**src/rtl/mtrap_pkg.sv**
```systemverilog
package mtrap_pkg;

    typedef enum logic [0:0] {
        ST_RUN  = 1'b0,
        ST_WAIT = 1'b1
    } mt_state_e;

    localparam logic [11:0] A_STATUS  = 12'h300;
    localparam logic [11:0] A_ISA     = 12'h301;
    localparam logic [11:0] A_IEN     = 12'h304;
    localparam logic [11:0] A_VEC     = 12'h305;
    localparam logic [11:0] A_SCRATCH = 12'h340;
    localparam logic [11:0] A_EPC     = 12'h341;
    localparam logic [11:0] A_CAUSE   = 12'h342;
    localparam logic [11:0] A_TVAL    = 12'h343;
    localparam logic [11:0] A_IPEND   = 12'h344;
    localparam logic [11:0] A_CYC_LO  = 12'hC00;
    localparam logic [11:0] A_TIM_LO  = 12'hC01;
    localparam logic [11:0] A_RET_LO  = 12'hC02;
    localparam logic [11:0] A_CYC_HI  = 12'hC80;
    localparam logic [11:0] A_TIM_HI  = 12'hC81;
    localparam logic [11:0] A_RET_HI  = 12'hC82;

    localparam logic [5:0]  COP_WIN_TAG = 6'h1F;

    localparam int GIE_BIT  = 3;
    localparam int SGIE_BIT = 7;
    localparam int SW_BIT   = 3;
    localparam int TM_BIT   = 7;
    localparam int EX_BIT   = 11;

    localparam logic [4:0] CODE_ECALL  = 5'd11;
    localparam logic [4:0] CODE_IRQ_EX = 5'd11;
    localparam logic [4:0] CODE_IRQ_SW = 5'd3;
    localparam logic [4:0] CODE_IRQ_TM = 5'd7;

    localparam logic [31:0] ISA_WORD = 32'h4000_0100;

    function automatic logic in_cop_window(input logic [11:0] a);
        return a[11:6] == COP_WIN_TAG;
    endfunction

endpackage

```
**src/rtl/mtrap_cause.sv**
```systemverilog
module mtrap_cause #(
    parameter int XLEN    = 32,
    parameter int NUM_EXC = 8
) (
    input  logic                valid,
    input  logic [NUM_EXC-1:0]  exc_flags,
    input  logic                ecall,
    input  logic [2:0]          irq_live,
    input  logic [XLEN-1:0]     pc,
    input  logic [XLEN-1:0]     addr_val,
    output logic                take_irq,
    output logic                take_exc,
    output logic [XLEN-1:0]     cause,
    output logic [XLEN-1:0]     tval
);
    import mtrap_pkg::*;

    localparam int CODE_W = 5;

    logic [CODE_W-1:0] code;

    // irq_live: [2] external, [1] software, [0] timer
    always_comb begin
        take_irq = |irq_live;
        take_exc = valid && ((|exc_flags) || ecall);
        code     = '0;
        cause    = '0;
        tval     = '0;
        if (take_irq) begin
            if (irq_live[2])      code = CODE_IRQ_EX;
            else if (irq_live[1]) code = CODE_IRQ_SW;
            else                  code = CODE_IRQ_TM;
            cause = {1'b1, {(XLEN-1-CODE_W){1'b0}}, code};
        end else if (take_exc) begin
            if (ecall) code = CODE_ECALL;
            for (int i = NUM_EXC - 1; i >= 0; i--) begin
                if (exc_flags[i]) code = CODE_W'(i);
            end
            cause = {{(XLEN-CODE_W){1'b0}}, code};
            case (code)
                5'd0, 5'd4, 5'd5, 5'd6, 5'd7: tval = addr_val;
                5'd1, 5'd3:                   tval = pc;
                default:                      tval = '0;
            endcase
        end
    end

endmodule

```
**src/rtl/mtrap_csr_file.sv**
```systemverilog
module mtrap_csr_file #(
    parameter int XLEN  = 32,
    parameter int CNT_W = 64
) (
    input  logic              clk,
    input  logic              rst,
    input  logic              trap_en,
    input  logic              keep_epc,
    input  logic [XLEN-1:0]   trap_pc,
    input  logic [XLEN-1:0]   trap_cause,
    input  logic [XLEN-1:0]   trap_tval,
    input  logic              mret_en,
    input  logic              wfi_en,
    input  logic [XLEN-1:0]   wfi_next_pc,
    input  logic              wr_en,
    input  logic [11:0]       addr,
    input  logic [XLEN-1:0]   wr_data,
    input  logic [2:0]        irq_pend,
    input  logic [CNT_W-1:0]  cnt_cycle,
    input  logic [CNT_W-1:0]  cnt_time,
    input  logic [CNT_W-1:0]  cnt_instret,
    input  logic [XLEN-1:0]   cop_rdata,
    output logic [XLEN-1:0]   rd_data,
    output logic              gie,
    output logic              sgie,
    output logic [2:0]        ien,
    output logic [XLEN-1:0]   vec,
    output logic [XLEN-1:0]   epc
);
    import mtrap_pkg::*;

    localparam int HALF = CNT_W / 2;

    logic [XLEN-1:0] scratch_q, cause_q, tval_q;
    logic [XLEN-1:0] ipend_word, ien_word, status_word;

    // ien / irq_pend: [2] external, [1] software, [0] timer
    always_ff @(posedge clk) begin
        if (rst) begin
            gie       <= 1'b0;
            sgie      <= 1'b0;
            ien       <= '0;
            vec       <= '0;
            epc       <= '0;
            scratch_q <= '0;
            cause_q   <= '0;
            tval_q    <= '0;
        end else if (trap_en) begin
            sgie    <= gie;
            gie     <= 1'b0;
            cause_q <= trap_cause;
            tval_q  <= trap_tval;
            if (!keep_epc) epc <= trap_pc;
        end else if (mret_en) begin
            gie <= sgie;
        end else begin
            if (wfi_en) epc <= wfi_next_pc;
            if (wr_en) begin
                case (addr)
                    A_STATUS: begin
                        gie  <= wr_data[GIE_BIT];
                        sgie <= wr_data[SGIE_BIT];
                    end
                    A_IEN:     ien <= {wr_data[EX_BIT], wr_data[SW_BIT], wr_data[TM_BIT]};
                    A_VEC:     vec <= {wr_data[XLEN-1:2], 2'b00};
                    A_SCRATCH: scratch_q <= wr_data;
                    A_EPC:     epc <= wr_data;
                    A_CAUSE:   cause_q <= wr_data;
                    A_TVAL:    tval_q <= wr_data;
                    default: ;
                endcase
            end
        end
    end

    always_comb begin
        ipend_word = '0;
        ipend_word[EX_BIT] = irq_pend[2];
        ipend_word[SW_BIT] = irq_pend[1];
        ipend_word[TM_BIT] = irq_pend[0];
        ien_word = '0;
        ien_word[EX_BIT] = ien[2];
        ien_word[SW_BIT] = ien[1];
        ien_word[TM_BIT] = ien[0];
        status_word = '0;
        status_word[GIE_BIT]  = gie;
        status_word[SGIE_BIT] = sgie;
    end

    always_comb begin
        if (in_cop_window(addr)) begin
            rd_data = cop_rdata;
        end else begin
            case (addr)
                A_STATUS:  rd_data = status_word;
                A_ISA:     rd_data = ISA_WORD;
                A_IEN:     rd_data = ien_word;
                A_VEC:     rd_data = vec;
                A_SCRATCH: rd_data = scratch_q;
                A_EPC:     rd_data = epc;
                A_CAUSE:   rd_data = cause_q;
                A_TVAL:    rd_data = tval_q;
                A_IPEND:   rd_data = ipend_word;
                A_CYC_LO:  rd_data = cnt_cycle[HALF-1:0];
                A_TIM_LO:  rd_data = cnt_time[HALF-1:0];
                A_RET_LO:  rd_data = cnt_instret[HALF-1:0];
                A_CYC_HI:  rd_data = cnt_cycle[CNT_W-1:HALF];
                A_TIM_HI:  rd_data = cnt_time[CNT_W-1:HALF];
                A_RET_HI:  rd_data = cnt_instret[CNT_W-1:HALF];
                default:   rd_data = '0;
            endcase
        end
    end

endmodule

```
**src/rtl/mtrap_ctrl.sv**
```systemverilog
module mtrap_ctrl #(
    parameter int XLEN    = 32,
    parameter int NUM_EXC = 8,
    parameter int CNT_W   = 64,
    parameter int COP_W   = 6
) (
    input  logic               clk,
    input  logic               rst,
    input  logic               instr_valid,
    input  logic [NUM_EXC-1:0] exc_flags,
    input  logic               op_ecall,
    input  logic               op_mret,
    input  logic               op_wfi,
    input  logic [XLEN-1:0]    pc,
    input  logic [XLEN-1:0]    next_pc,
    input  logic [XLEN-1:0]    addr_val,
    input  logic               irq_ext,
    input  logic               irq_sw,
    input  logic               irq_tmr,
    input  logic               csr_we,
    input  logic [11:0]        csr_addr,
    input  logic [XLEN-1:0]    csr_wdata,
    output logic [XLEN-1:0]    csr_rdata,
    input  logic [CNT_W-1:0]   cnt_cycle,
    input  logic [CNT_W-1:0]   cnt_time,
    input  logic [CNT_W-1:0]   cnt_instret,
    input  logic [XLEN-1:0]    cop_rdata,
    output logic [COP_W-1:0]   cop_addr,
    output logic [XLEN-1:0]    cop_wdata,
    output logic               cop_we,
    output logic               trap_taken,
    output logic [XLEN-1:0]    trap_target,
    output logic               advance
);
    import mtrap_pkg::*;

    mt_state_e state_q, state_d;

    logic            live_v, st_wait, wake;
    logic            trap_fire, mret_fire, wfi_fire, wr_fire;
    logic            take_irq, take_exc;
    logic            gie, sgie;
    logic [2:0]      ien, pend, irq_live;
    logic [XLEN-1:0] vec, epc, t_cause, t_tval;

    assign pend     = {irq_ext, irq_sw, irq_tmr};
    assign st_wait  = (state_q == ST_WAIT);
    assign live_v   = instr_valid && !st_wait;
    assign wake     = |(pend & ien);
    assign irq_live = gie ? (pend & ien) : 3'b000;

    mtrap_cause #(.XLEN(XLEN), .NUM_EXC(NUM_EXC)) u_cause (
        .valid     (live_v),
        .exc_flags (exc_flags),
        .ecall     (op_ecall),
        .irq_live  (irq_live),
        .pc        (pc),
        .addr_val  (addr_val),
        .take_irq  (take_irq),
        .take_exc  (take_exc),
        .cause     (t_cause),
        .tval      (t_tval)
    );

    assign trap_fire = take_irq || take_exc;

    always_ff @(posedge clk) begin
        if (rst) state_q <= ST_RUN;
        else     state_q <= state_d;
    end

    always_comb begin
        state_d   = state_q;
        mret_fire = 1'b0;
        wfi_fire  = 1'b0;
        advance   = 1'b1;
        unique case (state_q)
            ST_RUN: begin
                mret_fire = live_v && op_mret && !trap_fire;
                wfi_fire  = live_v && op_wfi && !trap_fire;
                advance   = !wfi_fire;
                if (wfi_fire) state_d = ST_WAIT;   // RUN_TO_WAIT
            end
            ST_WAIT: begin
                advance = wake;
                if (wake) state_d = ST_RUN;        // WAIT_TO_RUN
            end
            default: state_d = ST_RUN;
        endcase
    end

    assign wr_fire     = live_v && csr_we && !trap_fire;
    assign trap_taken  = trap_fire || mret_fire;
    assign trap_target = mret_fire ? epc : vec;
    assign cop_addr    = csr_addr[COP_W-1:0];
    assign cop_wdata   = csr_wdata;
    assign cop_we      = wr_fire && in_cop_window(csr_addr);

    mtrap_csr_file #(.XLEN(XLEN), .CNT_W(CNT_W)) u_csr (
        .clk         (clk),
        .rst         (rst),
        .trap_en     (trap_fire),
        .keep_epc    (st_wait),
        .trap_pc     (pc),
        .trap_cause  (t_cause),
        .trap_tval   (t_tval),
        .mret_en     (mret_fire),
        .wfi_en      (wfi_fire),
        .wfi_next_pc (next_pc),
        .wr_en       (wr_fire),
        .addr        (csr_addr),
        .wr_data     (csr_wdata),
        .irq_pend    (pend),
        .cnt_cycle   (cnt_cycle),
        .cnt_time    (cnt_time),
        .cnt_instret (cnt_instret),
        .cop_rdata   (cop_rdata),
        .rd_data     (csr_rdata),
        .gie         (gie),
        .sgie        (sgie),
        .ien         (ien),
        .vec         (vec),
        .epc         (epc)
    );

endmodule

```
**config.mk**
```make
export PLATFORM = sky130hd
export DESIGN_NAME = mtrap_ctrl
export DESIGN_NICKNAME = d
export VERILOG_FILES = /design/src/rtl/mtrap_pkg.sv /design/src/rtl/mtrap_cause.sv /design/src/rtl/mtrap_csr_file.sv /design/src/rtl/mtrap_ctrl.sv
export SDC_FILE = /design/constraint.sdc
export NUM_CORES = 1
export LEC_CHECK = 0
export ABC_AREA = 0
export BUFFER_PORTS_ARGS = -buffer_cell sky130_fd_sc_hd__buf_2
export CAP_MARGIN = 15
export CORE_AREA = 4 4 185 187
export DETAILED_ROUTE_END_ITERATION = 16
export DIE_AREA = 0 0 189 191
export SLEW_MARGIN = 20
export SYNTH_ARGS = -nofsm -noshare
export SYNTH_HDL_FRONTEND = slang
export SYNTH_SLANG_ARGS = --single-unit
```
**constraint.sdc**
```tcl
create_clock -name clk -period 3.4 [get_ports clk]
set_clock_uncertainty 0.1 [all_clocks]
set_input_delay 0.51 -clock clk [delete_from_list [all_inputs] [get_ports clk]]
set_output_delay 0.51 -clock clk [all_outputs]
set_load 0.05 [all_outputs]
```
==> run_summary.xml <==
<?xml version="1.0" encoding="UTF-8"?>
<metrics>
  <group name="routing">
    <metric name="vias" unit="">14300</metric>
    <metric name="dr.first_iter.drc_count" unit="">1864</metric>
    <metric name="antenna_violating_nets_post_route" unit="">0</metric>
    <metric name="avgRoutedWirePerCell" unit="um">27.1</metric>
    <metric name="route.final.wire_length" unit="um">64900</metric>
    <metric name="vias_per_cell" unit="">5.98</metric>
    <metric name="drt-pass1-iter-count" unit="">9</metric>
    <metric name="drcViolationCount" unit="">0</metric>
  </group>
  <group name="power">
    <metric name="report.power.total" unit="mW">5.10</metric>
    <metric name="p_seq_frac" unit="">0.406</metric>
    <metric name="cellPowerDensity" unit="nW/um^2">338</metric>
    <metric name="p_switching" unit="mW">1.69</metric>
    <metric name="power.share.clock" unit="">0.377</metric>
    <metric name="max-vdd-ir-drop" unit="mV">0.297</metric>
    <metric name="cellInternalPower" unit="mW">3.41</metric>
    <metric name="switching_share" unit="">0.331</metric>
    <metric name="static-leakage-power" unit="nW">6.36</metric>
    <metric name="share_comb_of_total_power" unit="">0.217</metric>
  </group>
  <group name="grt">
    <metric name="grt_usage" unit="">0.339</metric>
    <metric name="globalRouteOverflowTotal" unit="">0</metric>
    <metric name="antenna_found_initial" unit="">17</metric>
    <metric name="pin_count_of_the_biggest_net_entering_global_routing" unit="">80</metric>
    <metric name="via_count_of_the_first_global_routing_pass" unit="">14000</metric>
    <metric name="grt_pass1_wl" unit="um">91900</metric>
  </group>
  <group name="logic_synthesis">
    <metric name="synth_seq_area_share" unit="">0.297</metric>
    <metric name="yosys.area_share.adder" unit="">0</metric>
    <metric name="post_synth_xor_area_fraction" unit="">0</metric>
    <metric name="synth.mux.area_fraction" unit="">0.124</metric>
    <metric name="synth_compound_area_frac" unit="">0.260</metric>
    <metric name="yosysWarnings" unit="">0</metric>
    <metric name="yosys_most_used_dff" unit="">sky130_fd_sc_hd__dfxtp_1</metric>
    <metric name="synth_area_per_cell" unit="um^2">7.54</metric>
    <metric name="largest_cells_by_area_after_synthesis" unit="">sky130_fd_sc_hd__dfxtp_1 30%, sky130_fd_sc_hd__nand2_1 12%, sky130_fd_sc_hd__mux2i_1 7.8%, sky130_fd_sc_hd__a21oi_1 6.4%, sky130_fd_sc_hd__mux2_2 4.4%</metric>
    <metric name="netlist_instances" unit="">1465</metric>
    <metric name="netlist.area_leader.share" unit="">0.297</metric>
    <metric name="yosys.cell_types.count" unit="">67</metric>
    <metric name="postSynthRegisterBits" unit="">164</metric>
    <metric name="synth_top_family_by_area" unit="">compound AO/OA/AOI/OAI gates</metric>
    <metric name="synth_edf_count" unit="">0</metric>
    <metric name="synth.largest_area_cell" unit="">sky130_fd_sc_hd__dfxtp_1</metric>
    <metric name="mappedNetlistArea" unit="um^2">11000</metric>
    <metric name="mappedNetlistNets" unit="">1847</metric>
    <metric name="ys_async_sr_fraction" unit="">0</metric>
    <metric name="synth-simple-area-share" unit="">0.241</metric>
  </group>
  <group name="sta">
    <metric name="fin_tns_setup" unit="ns">0</metric>
    <metric name="slew_viol_final" unit="">0</metric>
    <metric name="post-route-period-util" unit="">0.984</metric>
    <metric name="setup_viol_count_final" unit="">0</metric>
    <metric name="post-route-min-period" unit="ns">3.35</metric>
    <metric name="hold_violations" unit="">0</metric>
    <metric name="slew_headroom" unit="">0.327</metric>
    <metric name="rsz_0062_raised_after_global_routing" unit="">no</metric>
    <metric name="worst_pin_slew" unit="ns">1.01</metric>
    <metric name="maxClockFrequency" unit="MHz">299</metric>
    <metric name="hold-worst-slack" unit="ns">0.244</metric>
  </group>
  <group name="final_layout">
    <metric name="layout-drive-gt1-share" unit="">0.372</metric>
    <metric name="instances_no_fill" unit="">2397</metric>
    <metric name="final_cell_area" unit="um^2">15100</metric>
    <metric name="syn2layout_area_growth" unit="%">36.9</metric>
    <metric name="number_of_nets_in_the_finished_design" unit="">2310</metric>
  </group>
  <group name="floorplan">
    <metric name="floorplan.core_area" unit="um^2">32500</metric>
    <metric name="starting_density_of_the_core" unit="">0.340</metric>
    <metric name="row_count" unit="">66</metric>
    <metric name="die_x_extent" unit="um">189</metric>
    <metric name="dieHeight" unit="um">191</metric>
    <metric name="die_area" unit="um^2">36100</metric>
    <metric name="number_of_top_level_design_ports" unit="">487</metric>
  </group>
  <group name="worst_setup_path">
    <metric name="startpoint_types" unit="">input pin</metric>
    <metric name="setup.worst_path.end_class" unit="">output pin</metric>
    <metric name="critPathRequiredTime" unit="ns">2.79</metric>
    <metric name="worst-setup-path-type" unit="">input pin to output pin</metric>
    <metric name="crit_path_max_fanout" unit="">6</metric>
    <metric name="worst_ep_arrival_time" unit="ns">2.74</metric>
  </group>
  <group name="place">
    <metric name="port-buffer-count" unit="">486</metric>
    <metric name="dp.final_hpwl" unit="um">50700</metric>
    <metric name="place_congestion" unit="">0.994</metric>
    <metric name="dpl.cell_count" unit="">2350</metric>
    <metric name="dpl_cell_area" unit="um^2">14500</metric>
  </group>
  <group name="clock_tree">
    <metric name="numClockSinks" unit="">164</metric>
    <metric name="cts_made_buffers" unit="">17</metric>
    <metric name="cts_tree" unit="">done</metric>
    <metric name="htreeDepth" unit="">4</metric>
    <metric name="clk_buf_depth" unit="">2</metric>
    <metric name="clk_root_buffer_cell" unit="">sky130_fd_sc_hd__clkbuf_16</metric>
    <metric name="worstSkewPairLatency" unit="ns">0.43</metric>
    <metric name="clk_pin_slew_worst_paths" unit="ns">0.08</metric>
  </group>
  <group name="status">
    <metric name="run_status" unit="">completed</metric>
  </group>
  <group name="worst_hold_path">
    <metric name="tightest_hold_check_type" unit="">input pin to flip-flop</metric>
  </group>
  <group name="job">
    <metric name="max_cap_viols" unit="">0</metric>
  </group>
</metrics>
## cells in the mapped netlist, drive strengths merged (7+ instances only)
| library cell | instances |
|---|---|
| a21oi | 143 |
| a221oi | 19 |
| a222oi | 20 |
| a22o | 19 |
| a22oi | 47 |
| a2bb2oi | 9 |
| a311oi | 32 |
| and3 | 9 |
| buf | 87 |
| clkbuf | 84 |
| dfxtp | 164 |
| mux2 | 43 |
| mux2i | 86 |
| nand2 | 347 |
| nand3 | 69 |
| nand4 | 20 |
| nor2 | 24 |
| nor3 | 54 |
| nor4 | 7 |
| o21ai | 47 |
| o221ai | 32 |
| o22ai | 7 |
| o2bb2ai | 8 |
## critical path, stage by stage
cell	delay [ns]
sky130_fd_sc_hd__buf_2	0.13
sky130_fd_sc_hd__or4b_2	0.68
sky130_fd_sc_hd__buf_4	0.19
sky130_fd_sc_hd__o32ai_1	0.44
sky130_fd_sc_hd__buf_4	0.19
sky130_fd_sc_hd__a32oi_1	0.15
sky130_fd_sc_hd__nand3_1	0.16
sky130_fd_sc_hd__buf_2	0.28
## kinds of logic after synthesis
| logic type | count (synthesis) |
|---|---|
| AND/OR/NAND/NOR | 579 |
| AO/OA/AOI/OAI | 414 |
| buffers and inverters | 178 |
| flip-flops | 164 |
| multiplexers | 130 |
## power by group through the flow
stage	sequential (mW)	clock [mW]	combinational [mW]
after floorplan	2.08	0	0.569
after global placement	2.11	0	1.08
after detailed placement	2.11	0	1.09
after CTS	2.07	1.93	1.09
after global routing	2.08	2.00	1.17
final	2.07	1.93	1.11
## path summary, 6_finish.rpt
kind / startpoint / endpoint / slack (ns) / cells after the start
worst max-delay path: csr_addr[5] / csr_rdata[2] / 0.05 / 8
worst min-delay path: pc[2] / u_csr.tval_q[2] / 0.24 / 3
worst max register to register: u_csr.ien[0] / u_csr.cause_q[26] / 0.61 / 9
worst min register to register: u_csr.cause_q[22] / u_csr.cause_q[22] / 0.35 / 2
## state kept, by name, summed over array words and instances (netlist names)
signal and cells:
u_csr.ien 3, u_csr.sgie 1, u_csr.vec 30, st_wait 1, u_csr.cause_q 32, u_csr.gie 1
u_csr.epc 32, u_csr.scratch_q 32, u_csr.tval_q 32
## per-layer routing
metal / global-route usage / routed length [um]
met5: 0 / 28
met4: 0.141 / 2700
met3: 0.0641 / 6330
met2: 0.566 / 30400
met1: 0.432 / 25500
## through the flow
stage | setup slack (ns) | util
2_1_floorplan | 0.151 | -
3_3_place_gp | 0.160 | 0.447
3_5_place_dp | 0.123 | 0.447
4_1_cts | 0.118 | 0.464
5_1_grt | 0.0296 | 0.465
6_report | 0.0545 | 0.466
## layout by cell type (no fill, tap or decap), drive strengths merged, types with 6 or more instances in the layout
cell	count
a21oi	143
a221oi	19
a222oi	20
a22o	19
a22oi	47
a2bb2oi	9
a311oi	32
a32oi	6
and3	9
buf	615
clkbuf	19
dfxtp	164
diode	14
inv	13
mux2	43
mux2i	86
nand2	347
nand3	69
nand4	20
nor2	24
nor3	54
nor4	7
o21ai	47
o221ai	32
o22ai	7
o2bb2ai	8
or4	6
## layout make-up
type,instances,area (um^2)
Inverter,7,26.3
Clock inverter,13,114
Antenna cell,14,35.0
Timing Repair Buffer,615,3620
Sequential cell,164,3280
Fill cell,3365,17300
Multi-Input combinational cell,1123,7040
Clock buffer,19,443
Tap cell,442,553
## repair_timing
action / in CTS / in global routing
resized for setup: 0 / 0
setup endpoints to repair: 0 / 1
hold buffers: 0 / 0
buffers inserted: 0 / 1
No activity file was read; power rests on OpenSTA's default activity.
